### src/rtl/i2c_trk_pkg.sv
package i2c_trk_pkg;

    typedef enum logic [1:0] {
        TRK_OFF,
        TRK_WAIT,
        TRK_TRUSTED,
        TRK_EXPIRED
    } trk_state_e;

    // Counter width able to hold values 0 .. limit-1
    function automatic int unsigned cnt_width(input int unsigned limit);
        return (limit < 2) ? 1 : $clog2(limit);
    endfunction

endpackage

### src/rtl/line_sync.sv
module line_sync #(
    parameter int STAGES = 2,
    parameter int WIDTH  = 2
) (
    input  logic             clk,
    input  logic [WIDTH-1:0] d,
    output logic [WIDTH-1:0] q
);
    logic [STAGES-1:0][WIDTH-1:0] pipe;

    // No reset: the chain keeps sampling so seeding during reset sees real levels
    always_ff @(posedge clk) begin
        pipe <= {pipe[STAGES-2:0], d};
    end

    assign q = pipe[STAGES-1];
endmodule

### src/rtl/bus_cond.sv
module bus_cond (
    input  logic clk,
    input  logic rst_n,
    input  logic enable,
    input  logic free_clr,
    input  logic sda_s,
    input  logic scl_s,
    output logic sda_q,
    output logic scl_q,
    output logic busy,
    output logic bus_free,
    output logic activity,
    output logic lines_high
);
    logic seed;
    logic hold_low;
    logic stop_seen;

    assign seed       = ~sda_s & scl_s;
    assign hold_low   = ~sda_s & scl_s;
    assign stop_seen  = scl_s & scl_q & ~sda_q & sda_s;
    assign lines_high = sda_s & scl_s;
    assign activity   = enable & (hold_low | stop_seen);

    always_ff @(posedge clk) begin
        sda_q <= sda_s;
        scl_q <= scl_s;
        if (!rst_n) begin
            busy     <= seed;
            bus_free <= 1'b0;
        end else if (!enable) begin
            busy <= seed;
            if (free_clr) bus_free <= 1'b0;
        end else if (stop_seen) begin
            busy     <= 1'b0;
            bus_free <= 1'b1;
        end else begin
            if (hold_low) busy     <= 1'b1;
            if (free_clr) bus_free <= 1'b0;
        end
    end
endmodule

### src/rtl/run_counter.sv
module run_counter
    import i2c_trk_pkg::*;
#(
    parameter int unsigned LIMIT = 16
) (
    input  logic clk,
    input  logic rst_n,
    input  logic clear,
    input  logic inc,
    output logic hit
);
    localparam int unsigned W = cnt_width(LIMIT);

    logic [W-1:0] cnt;

    assign hit = inc & (cnt == W'(LIMIT - 1));

    always_ff @(posedge clk) begin
        if (!rst_n || clear) cnt <= '0;
        else if (inc)        cnt <= cnt + 1'b1;
    end
endmodule

### src/rtl/i2c_busy_tracker.sv
module i2c_busy_tracker
    import i2c_trk_pkg::*;
#(
    parameter int          SYNC_STAGES    = 2,
    parameter int unsigned IDLE_CYCLES    = 1_000_000,
    parameter int unsigned TIMEOUT_CYCLES = 10_000_000
) (
    input  logic clk,
    input  logic rst_n,
    input  logic enable,
    input  logic sda_in,
    input  logic scl_in,
    input  logic validate_req,
    input  logic free_clr,
    output logic busy,
    output logic bus_free,
    output logic valid,
    output logic timeout,
    output logic start_ok
);
    trk_state_e state, nxt;

    logic [1:0] lines_s;
    logic       sda_s, scl_s, sda_q, scl_q;
    logic       activity, lines_high;
    logic       idle_hit, tmo_hit;
    logic       in_wait;

    line_sync #(.STAGES(SYNC_STAGES), .WIDTH(2)) u_sync (
        .clk (clk),
        .d   ({sda_in, scl_in}),
        .q   (lines_s)
    );
    assign sda_s = lines_s[1];
    assign scl_s = lines_s[0];

    bus_cond u_cond (
        .clk        (clk),
        .rst_n      (rst_n),
        .enable     (enable),
        .free_clr   (free_clr),
        .sda_s      (sda_s),
        .scl_s      (scl_s),
        .sda_q      (sda_q),
        .scl_q      (scl_q),
        .busy       (busy),
        .bus_free   (bus_free),
        .activity   (activity),
        .lines_high (lines_high)
    );

    assign in_wait = (state == TRK_WAIT);

    run_counter #(.LIMIT(IDLE_CYCLES)) u_idle (
        .clk   (clk),
        .rst_n (rst_n),
        .clear (~in_wait | ~lines_high),
        .inc   (lines_high),
        .hit   (idle_hit)
    );

    run_counter #(.LIMIT(TIMEOUT_CYCLES)) u_tmo (
        .clk   (clk),
        .rst_n (rst_n),
        .clear (~in_wait),
        .inc   (1'b1),
        .hit   (tmo_hit)
    );

    // State register
    always_ff @(posedge clk) begin
        if (!rst_n) state <= TRK_OFF;
        else        state <= nxt;
    end

    // Next-state logic
    always_comb begin
        nxt = state;
        unique case (state)
            TRK_OFF:     if (validate_req) nxt = TRK_WAIT;
            TRK_WAIT: begin
                if (activity || idle_hit) nxt = TRK_TRUSTED;
                else if (tmo_hit)         nxt = TRK_EXPIRED;
            end
            TRK_TRUSTED: nxt = TRK_TRUSTED;
            TRK_EXPIRED: if (validate_req) nxt = TRK_WAIT;
        endcase
        if (!enable) nxt = TRK_OFF;
    end

    // Outputs
    always_comb begin
        valid    = (state == TRK_TRUSTED);
        timeout  = (state == TRK_EXPIRED);
        start_ok = valid & ~busy;
    end
endmodule

### config.mk
export PLATFORM = sky130hd
export DESIGN_NAME = i2c_busy_tracker
export DESIGN_NICKNAME = d
export VERILOG_FILES = /design/src/rtl/i2c_trk_pkg.sv /design/src/rtl/line_sync.sv /design/src/rtl/bus_cond.sv /design/src/rtl/run_counter.sv /design/src/rtl/i2c_busy_tracker.sv
export SDC_FILE = /design/constraint.sdc
export NUM_CORES = 1
export LEC_CHECK = 0
export BUFFER_PORTS_ARGS = -buffer_cell sky130_fd_sc_hd__buf_4
export CAP_MARGIN = 30
export CORE_UTILIZATION = 50
export CTS_CLUSTER_DIAMETER = 30
export DETAILED_ROUTE_END_ITERATION = 10
export GPL_TIMING_DRIVEN = 0
export PLACE_DENSITY = 0.67
export SLEW_MARGIN = 20
export SYNTH_ARGS = -nofsm -noshare
export SYNTH_HDL_FRONTEND = slang
export SYNTH_SLANG_ARGS = --single-unit
### constraint.sdc
create_clock -name clk -period 3.5 [get_ports clk]
set_clock_uncertainty 0.2 [all_clocks]
set_input_delay 0.175 -clock clk [delete_from_list [all_inputs] [get_ports clk]]
set_output_delay 0.175 -clock clk [all_outputs]
set_load 0.01 [all_outputs]
; Word-level counts from Yosys, hierarchy flattened
; Index checks and enable logic that the tools add are counted.
[totals]
wordCells = 53
input_bits = 7
register_bits = 54
output_inout_bits = 5
[op_classes]
bitwise_logic = 15
reduce_logical = 8
n_eq_ne = 8
n_addsub = 2
n_mux = 11
[ops]
columns = cell, count
row1 = $add 24x1->24 const B, 1
row2 = $eq 24x24->1 const B, 1
row3 = $add 20x1->20 const B, 1
row4 = $eq 20x20->1 const B, 1
row5 = $and 1x1->1, 8
row6 = $mux 1, 7
row7 = $mux 2, 3
row8 = $pmux 2 s3, 1
row9 = $not 1->1, 5
row10 = $eq 2x2->1 const B, 2
row11 = $ne 4x2->1 const B, 1
row12 = $reduce_and 2->1, 2
row13 = $logic_or 1x1->1, 3
row14 = $ne 3x2->1 const B, 1
row15 = $eq 2x1->1 const B, 1
row16 = $logic_not 2->1, 1
row17 = $ne 2x1->1 const B, 1
row18 = $or 1x1->1, 2
row19 = $reduce_or 2->1, 1
row20 = $logic_not 1->1, 1

; Depth between registers and ports, before layout
; Gate-level depths: netlist (run 1).
[logic_depth]
word_depth = 8
ltp_mapped = 7
depth_no_buf = 6

; Cells and area by module
; A second synthesis (run 1) with hierarchy kept.
[hier_totals]
hier_cells = 289
area_unflattened_um2 = 2576.2
[modules_own_cells]
columns = mod, n_inst, cells_each, seq_area_each_um2, area_each_um2
row1 = run_counter at u_tmo, 1, 138, 480.5, 1174.9
row2 = run_counter at u_idle, 1, 107, 400.4, 952.2
row3 = i2c_busy_tracker, 1, 22, 40.0, 177.7
row4 = bus_cond, 1, 16, 90.1, 176.4
row5 = line_sync, 1, 6, 80.1, 95.1

; Worst setup path after synthesis (run 1)
; OpenSTA, ideal clock, no wires.
[synth_path]
path_type = register -> register
startpoint = reg u_idle.cnt[0]
endpoint = reg u_idle.cnt[16]
path_buffers = 0
arrival_ps = 1641
stages_incl_launch_ff = 6
path_slack_ps = 1589
setup_time_ps = 71
synth_period_minus_slack_ps = 1911
cell_sequence = dfxtp_1 ha_1 nand2_1 or4_1 or3_1 a21oi_1
[synth_between]
elab_chain_len = 1
[synth_rtl]
columns = element, line
row1 = start: declaration, run_counter.sv:14  ; logic [W-1:0] cnt;
row2 = start signal: assignment, run_counter.sv:20  ; else if (inc) cnt <= cnt + 1'b1;
row3 = $add 20x1->20, run_counter.sv:20
; Every way passes these cells.
; A chain may end at the register's enable or synchronous reset.

; Final worst setup path (run 1)
; Same ends and word-level chain as after synthesis.

==> impl_metrics.csv, run 1 <==
group,metric,value,unit
logic_synthesis,synth_top_area_cell,"dfxtp_1",
sta,rsz0062_at_grt,"false",
sta,finalMaxSlewViolations,0,
placed_design,io_buffers,11,
worst_setup_path,arrival,2.14,ns
sta,finalCritPeriodShare,60.04,%
logic_synthesis,syn-num-nets,282,
sta,max_freq,0.4759,GHz
power,power.density,387.7,nW/um2
drt,routed_via_density,5.339,
hold_path,min_from,"validate_req",
outcome,status,"finished, final reports clean",
cells_and_area,final_cells,345,
cts,clock_latency,0.31,ns
grt,grt_max_degree,16,
logic_synthesis,yosys_most_used_dff,"dfxtp_1",
cells_and_area,final_util,60.08,%
cts,cts_tree,"yes",
logic_synthesis,synth.avg_cell_area,8.949,um2
cells_and_area,layout.nets,305,
worst_setup_path,path_buf_inv,0,
die,num_rows,24,
logic_synthesis,yosysTopAreaCellShare,44.07,%
drt,drtIter0Drc,53,
drt,drc,0,
sta,setup_violations,0,
cts,path_clk_slew,0.09,ns
hold_path,hold_path_class,"primary input to flop",
sta,tightest_slew,0.5862,ns
logic_synthesis,synth_cell_types,39,
logic_synthesis,async_flop_share,0,%
sta,period_needed,2.101,ns
hold_path,min_path_cells,3,
placed_design,hpwlAfterDp,3035,um
grt,grt_antenna_before_repair,0,
cts,cts_setup_buffers,0,
drt,routed_wl,4182,um
power,peakVddDrop,0.0002886,V
worst_setup_path,reg2reg_depth,5,
die,fp.dieArea,5096,um2
worst_setup_path,critPathMaxStageDelay,0.58,ns
die,top_level_ports,12,
worst_setup_path,timing.reg2reg.setup_slack,1.40,ns
worst_setup_path,cp_data_required_time,3.54,ns
hold_path,hold_end,"state[1]",
die,start_util,53.44,%
placed_design,gp_congestion,0.7982,
sta,max_slew_margin,60.56,%
cells_and_area,diodes,0,
die,core-area,4504,um2
worst_setup_path,criticalPathCategory,"flop to flop",
placed_design,dp.cells,332,
cts,ctsHtreeMaxLevel,2,
worst_setup_path,slowest_stage,"or4_1",
worst_setup_path,crit_chain,"ha_1 > nand2_1 > or4_1 > or3_1 > a21oi_1",
logic_synthesis,syn_inst,269,
drt,final_antenna_net_count,0,
job,cap_viol_max_count,0,
worst_setup_path,crit_path_end_kind,"flop",
cts,post_cts_resized,0,
grt,grt_util_all_layers,18.68,%
cts,cts_root_buf,"clkbuf_8",
logic_synthesis,yosys_register_bits,54,
logic_synthesis,synth_edf_count,1,
die,die_x,71.39,um
worst_setup_path,path_delay_family,"simple AND/OR/NAND/NOR gates",
logic_synthesis,synth.cell_area,2407,um2
grt,grt_pass1_vias,1697,
logic_synthesis,seq_area_frac_synth,45.32,%
drt,dr.pass1.iters,4,
worst_setup_path,rr_endpoint,"u_idle.cnt[16]",
drt,wl_per_cell,12.12,um
logic_synthesis,yosysMostFrequentCell,"dfxtp_1",
sta,final_hold_viol_count,0,
cells_and_area,fill_cells,418,
grt,grt_pass1_wl,7438,um
logic_synthesis,synth_common_cells,"dfxtp_1 (53), nor2_1 (42), nand3_1 (22)",
cts,cts_sinks,54,
worst_setup_path,startpoint_type,"flop",
logic_synthesis,synth_area_leaders,"dfxtp_1 (44%), xor2_1 (7.6%), nor2_1 (6.5%)",
placed_design,place_ws,1.405,ns
power,leakage,0.8895,nW
cts,cts.path.max_buffers,2,
drt,via_count,1842,
worst_setup_path,worstPathMaxFanout,6,
grt,gr-total-overflow,0,
cts,cts_buffers,5,
sta,fin_setup_tns,0,ns
cells_and_area,drive_gt1_share,9.898,%
cells_and_area,area_growth,12.42,%
logic_synthesis,ys_warn_count,0,
sta,worst_slack,1.399,ns
die,die_h,71.39,um
worst_setup_path,reg2reg_from,"u_idle.cnt[0]",
[layer usage]
metal / share of wire (%) / routed length [um] / vias up / track usage [%]
met5: 0 / 0 / - / 0
met4: 1.3 / 53 / 0 / 6.000
met3: 2.9 / 123 / 5 / 5.485
met2: 47 / 1986 / 16 / 31.64
met1: 48 / 2018 / 835 / 22.84
li1: - / - / 986 / -
[worst min-delay path, delay by kind of cell]
| kind | cells | cell delay, ns |
|---|---|---|
| AO/OA/AOI/OAI | 2 | 0.22 |
| buffers and inverters | 1 | 0.11 |
[report_power, final]
part           switching [mW]  leakage, nW  internal, mW
Sequential            0.00575        0.440         0.624
Clock                   0.190       0.0506         0.185
Combinational          0.0228        0.399        0.0216
Total                   0.219        0.889         0.831
[how the worst max path moves through the flow]
| stage | from | to | slack (ns) | cells past startpoint |
|---|---|---|---|---|
| global route | u_idle.cnt[0] | u_idle.cnt[18] | 1.24 | 6 |
| floorplan | u_idle.cnt[0] | u_idle.cnt[16] | 1.59 | 5 |
| global placement | u_idle.cnt[0] | u_idle.cnt[18] | 1.41 | 6 |
| detailed placement | u_idle.cnt[0] | u_idle.cnt[16] | 1.40 | 5 |
| finish | u_idle.cnt[0] | u_idle.cnt[16] | 1.40 | 5 |
| CTS | u_idle.cnt[0] | u_idle.cnt[16] | 1.39 | 5 |
[registers in the layout, indices dropped and copies added (netlist names)]
| signal | cells |
|---|---|
| u_tmo.cnt | 24 |
| u_idle.cnt | 20 |
| state | 2 |
| u_sync.pipe | 2 |
| u_sync.q | 2 |
| u_cond.bus_free | 1 |
| u_cond.busy | 1 |
| u_cond.scl_q | 1 |
| u_cond.sda_q | 1 |
[through the flow]
step | cell area, um2 | hold slack [ns] | power (mW)
after floorplan | 2407 | 0.002717 | 0.6673
after global placement | 2555 | 0.07999 | 0.6843
after detailed placement | 2555 | 0.08080 | 0.6851
after CTS | 2706 | 0.04339 | 1.066
after global routing | 2706 | 0.08173 | 1.102
final | 2706 | 0.04904 | 1.049
[final cells by class]
type / count / area (um2) / share of cell area [%]
inverter: 4 / 15.01 / 0.5548
timing repair buffer: 16 / 132.6 / 4.901
multi-input combinational: 203 / 1269 / 46.88
buffer: 8 / 32.53 / 1.202
clock buffer: 8 / 101.3 / 3.745
sequential: 54 / 1091 / 40.31
tap: 52 / 65.06 / 2.404
[cells by family after synthesis]
| logic type | after synthesis | synth area share [%] |
|---|---|---|
| flip-flops | 54 | 45.32 |
| XOR/XNOR | 34 | 12.37 |
| AO/OA/AOI/OAI | 21 | 5.094 |
| AND/OR/NAND/NOR | 141 | 31.71 |
| adder cells (fa/ha/maj) | 6 | 3.118 |
| multiplexers | 1 | 0.4158 |
| buffers and inverters | 12 | 1.975 |
[cell usage in the layout (no fill, tap or decap), drive strengths merged, types with 2 or more instances in the layout]
cell type    count
dfxtp           53
nor2            42
nand3           23
xor2            21
nand2           16
clkbuf          14
xnor2           13
buf             13
nand4           10
a21oi            8
o21ai            7
and3             7
and4             7
or3              7
nor3             6
ha               6
nor4             6
dlygate4sd3      5
inv              4
nor2b            4
nand2b           3
and2             3
a31oi            2
or2              2
nor4b            2
[repair_timing]
item	4_1_cts	5_1_grt
hold buffers	5	0
setup endpoints to repair	0	0
hold endpoints to repair	6	0
Power figures use the tool's default switching activity.
==> run 2: changes to the inputs <==
Settings changed: PLACE_DENSITY 0.67 to 0.7.
Clock period 3.5 ns to 1.79 ns, I/O delays scaled along.
==> run 2 against run 1 <==
  * Sequential power rose by 94%
  * Cell count rose by 3.2%
  * Clock power rose by 88%
  * Final area rose by 13%
  * Combinational power rose by 110%
  * Fmax rose by 10%
  * Register-to-register slack got worse by 1.5 ns
  * Via count rose by 6.3%
  * Utilization rose by 7.6 points
  * The run now ends with negative setup slack left
  * Total power rose by 93%
==> impl_metrics.csv, run 2 (synthesis results as in run 1) <==
group,metric,value,unit
sta,tightest_slew,0.5306,ns
outcome,violations,"negative setup slack",
cells_and_area,regMostFlops,"u_tmo.cnt",
cells_and_area,layout_commonest_cell,"nor2_1",
grt,grt_antenna_before_repair,0,
cells_and_area,drive_gt1_share,27.96,%
cts,cts.path.max_buffers,2,
sta,final_hold_viol_count,0,
cells_and_area,area_growth,26.61,%
placed_design,hpwlAfterDp,3103,um
grt,grt_max_degree,17,
grt,grt_util_all_layers,20.04,%
cts,cts_buffers,5,
drt,routed_wl,4721,um
worst_setup_path,arrival,1.94,ns
sta,max_slew_margin,64.30,%
die,start_util,53.44,%
drt,routed_via_density,5.500,
die,die_x,71.39,um
placed_design,gp_congestion,0.7940,
sta,setup_violations,3,
cells_and_area,diodes,0,
sta,rsz0062_at_grt,"true",
job,cap_viol_max_count,0,
power,leakage,1.065,nW
cts,clock_latency,0.31,ns
cts,ctsHtreeMaxLevel,2,
die,core-area,4504,um2
outcome,status,"complete, but fails checks",
sta,finalCritPeriodShare,106.4,%
power,peakVddDrop,0.0004667,V
drt,wl_per_cell,13.26,um
hold_path,hold_path_class,"flop to flop",
grt,gr-total-overflow,0,
worst_setup_path,cp_data_required_time,1.82,ns
worst_setup_path,criticalPathCategory,"flop to flop",
cells_and_area,final_area,3048,um2
cells_and_area,largest_reg_flops,24,
worst_setup_path,worstPathMaxFanout,4,
sta,finalMaxSlewViolations,0,
die,top_level_ports,12,
placed_design,io_buffers,11,
cts,cts_root_buf,"clkbuf_8",
sta,worst_slack,-0.1149,ns
grt,grt_pass1_wl,8010,um
sta,period_needed,1.905,ns
cells_and_area,layout.nets,316,
die,die_h,71.39,um
drt,dr.pass1.iters,4,
cts,cts_tree,"yes",
sta,holdWs,0.1291,ns
power,power.density,663.6,nW/um2
cts,path_clk_slew,0.10,ns
drt,via_count,1958,
placed_design,post_dp_cell_area,2594,um2
drt,drtIter0Drc,57,
die,num_rows,24,
cells_and_area,reg_top3,"u_tmo.cnt x24, u_idle.cnt x20",
placed_design,place_ws,-0.1403,ns
grt,grt_pass1_vias,1877,
cts,cts_sinks,54,
die,fp.dieArea,5096,um2
worst_setup_path,crit_path_end_kind,"flop",
sta,max_freq,0.5250,GHz
worst_setup_path,startpoint_type,"flop",
cells_and_area,final_cell_mix,"nor2_1 (42), dfxtp_1 (34), buf_4 (25)",
drt,final_antenna_net_count,0,
drt,drc,0,
==> run 2: cell types whose count changed in the layout (fill, tap and decap cells not counted), sizes merged <==
cell         before  now
clkbuf           14   10
inv               4    5
clkinv            0    1
dlygate4sd3       5    6
buf              13   25
==> run 2: critical path: stages, from the launching register on <==
cell and delay, ns:
dfxtp_4 0.36, or4b_4 0.55, nor4_4 0.20, a31oi_4 0.13, and2_4 0.17, o31ai_1 0.21
==> run 2: final cells by class <==
cell class              count  area, um2
clock inverters             2      11.26
well taps                  52      65.06
repair buffers             30      240.2
fillers                   370       1456
inverters                   4      15.01
flip-flops and latches     54       1132
clock buffers               6      82.58
plain buffers               5      25.02
multi-input cells         203       1476
==> run 2: final timing paths <==
path	slack, ns	end	depth (start not counted)	startpoint
setup / recovery	-0.11	state[0]	5	u_idle.cnt[6]
hold / removal	0.13	u_sync.q[0]	0	u_sync.pipe[0]
setup reg to reg	-0.11	state[0]	5	u_idle.cnt[6]
hold reg to reg	0.13	u_sync.q[0]	0	u_sync.pipe[0]
==> run 2: metrics by stage <==
stage | setup TNS (ns) | utilization (%) | instances | total power, mW
4_1_cts | -0.2822 | 63.97 | 352 | 2.049
5_1_grt | -0.5792 | 67.67 | 356 | 2.104
3_3_place_gp | -1.145 | 57.58 | 332 | 1.336
2_1_floorplan | 0 | - | 269 | 1.303
6_report | -0.2589 | 67.67 | 356 | 2.023
3_5_place_dp | -1.501 | 57.58 | 332 | 1.338
==> run 2: routing by layer <==
metal,share of wire (%),GRT usage (%)
met2,53,37.04
met4,1.6,9.778
met3,1.9,3.797
met5,0,0
met1,43,21.89
==> run 2: power breakdown <==
group,switching [mW],internal [mW],total (mW)
Sequential,0.0124,1.21,1.22
Combinational,0.0469,0.0475,0.0944
Clock,0.392,0.313,0.705
Total,0.452,1.57,2.02
==> run 2: what timing repair did <==
item | CTS | global route
resized for setup | 23 | 33
hold buffers | 6 | 0
setup endpoints to repair | 21 | 29
pin swaps | 5 | 12
hold endpoints to repair | 9 | 0
buffers inserted | 8 | 5
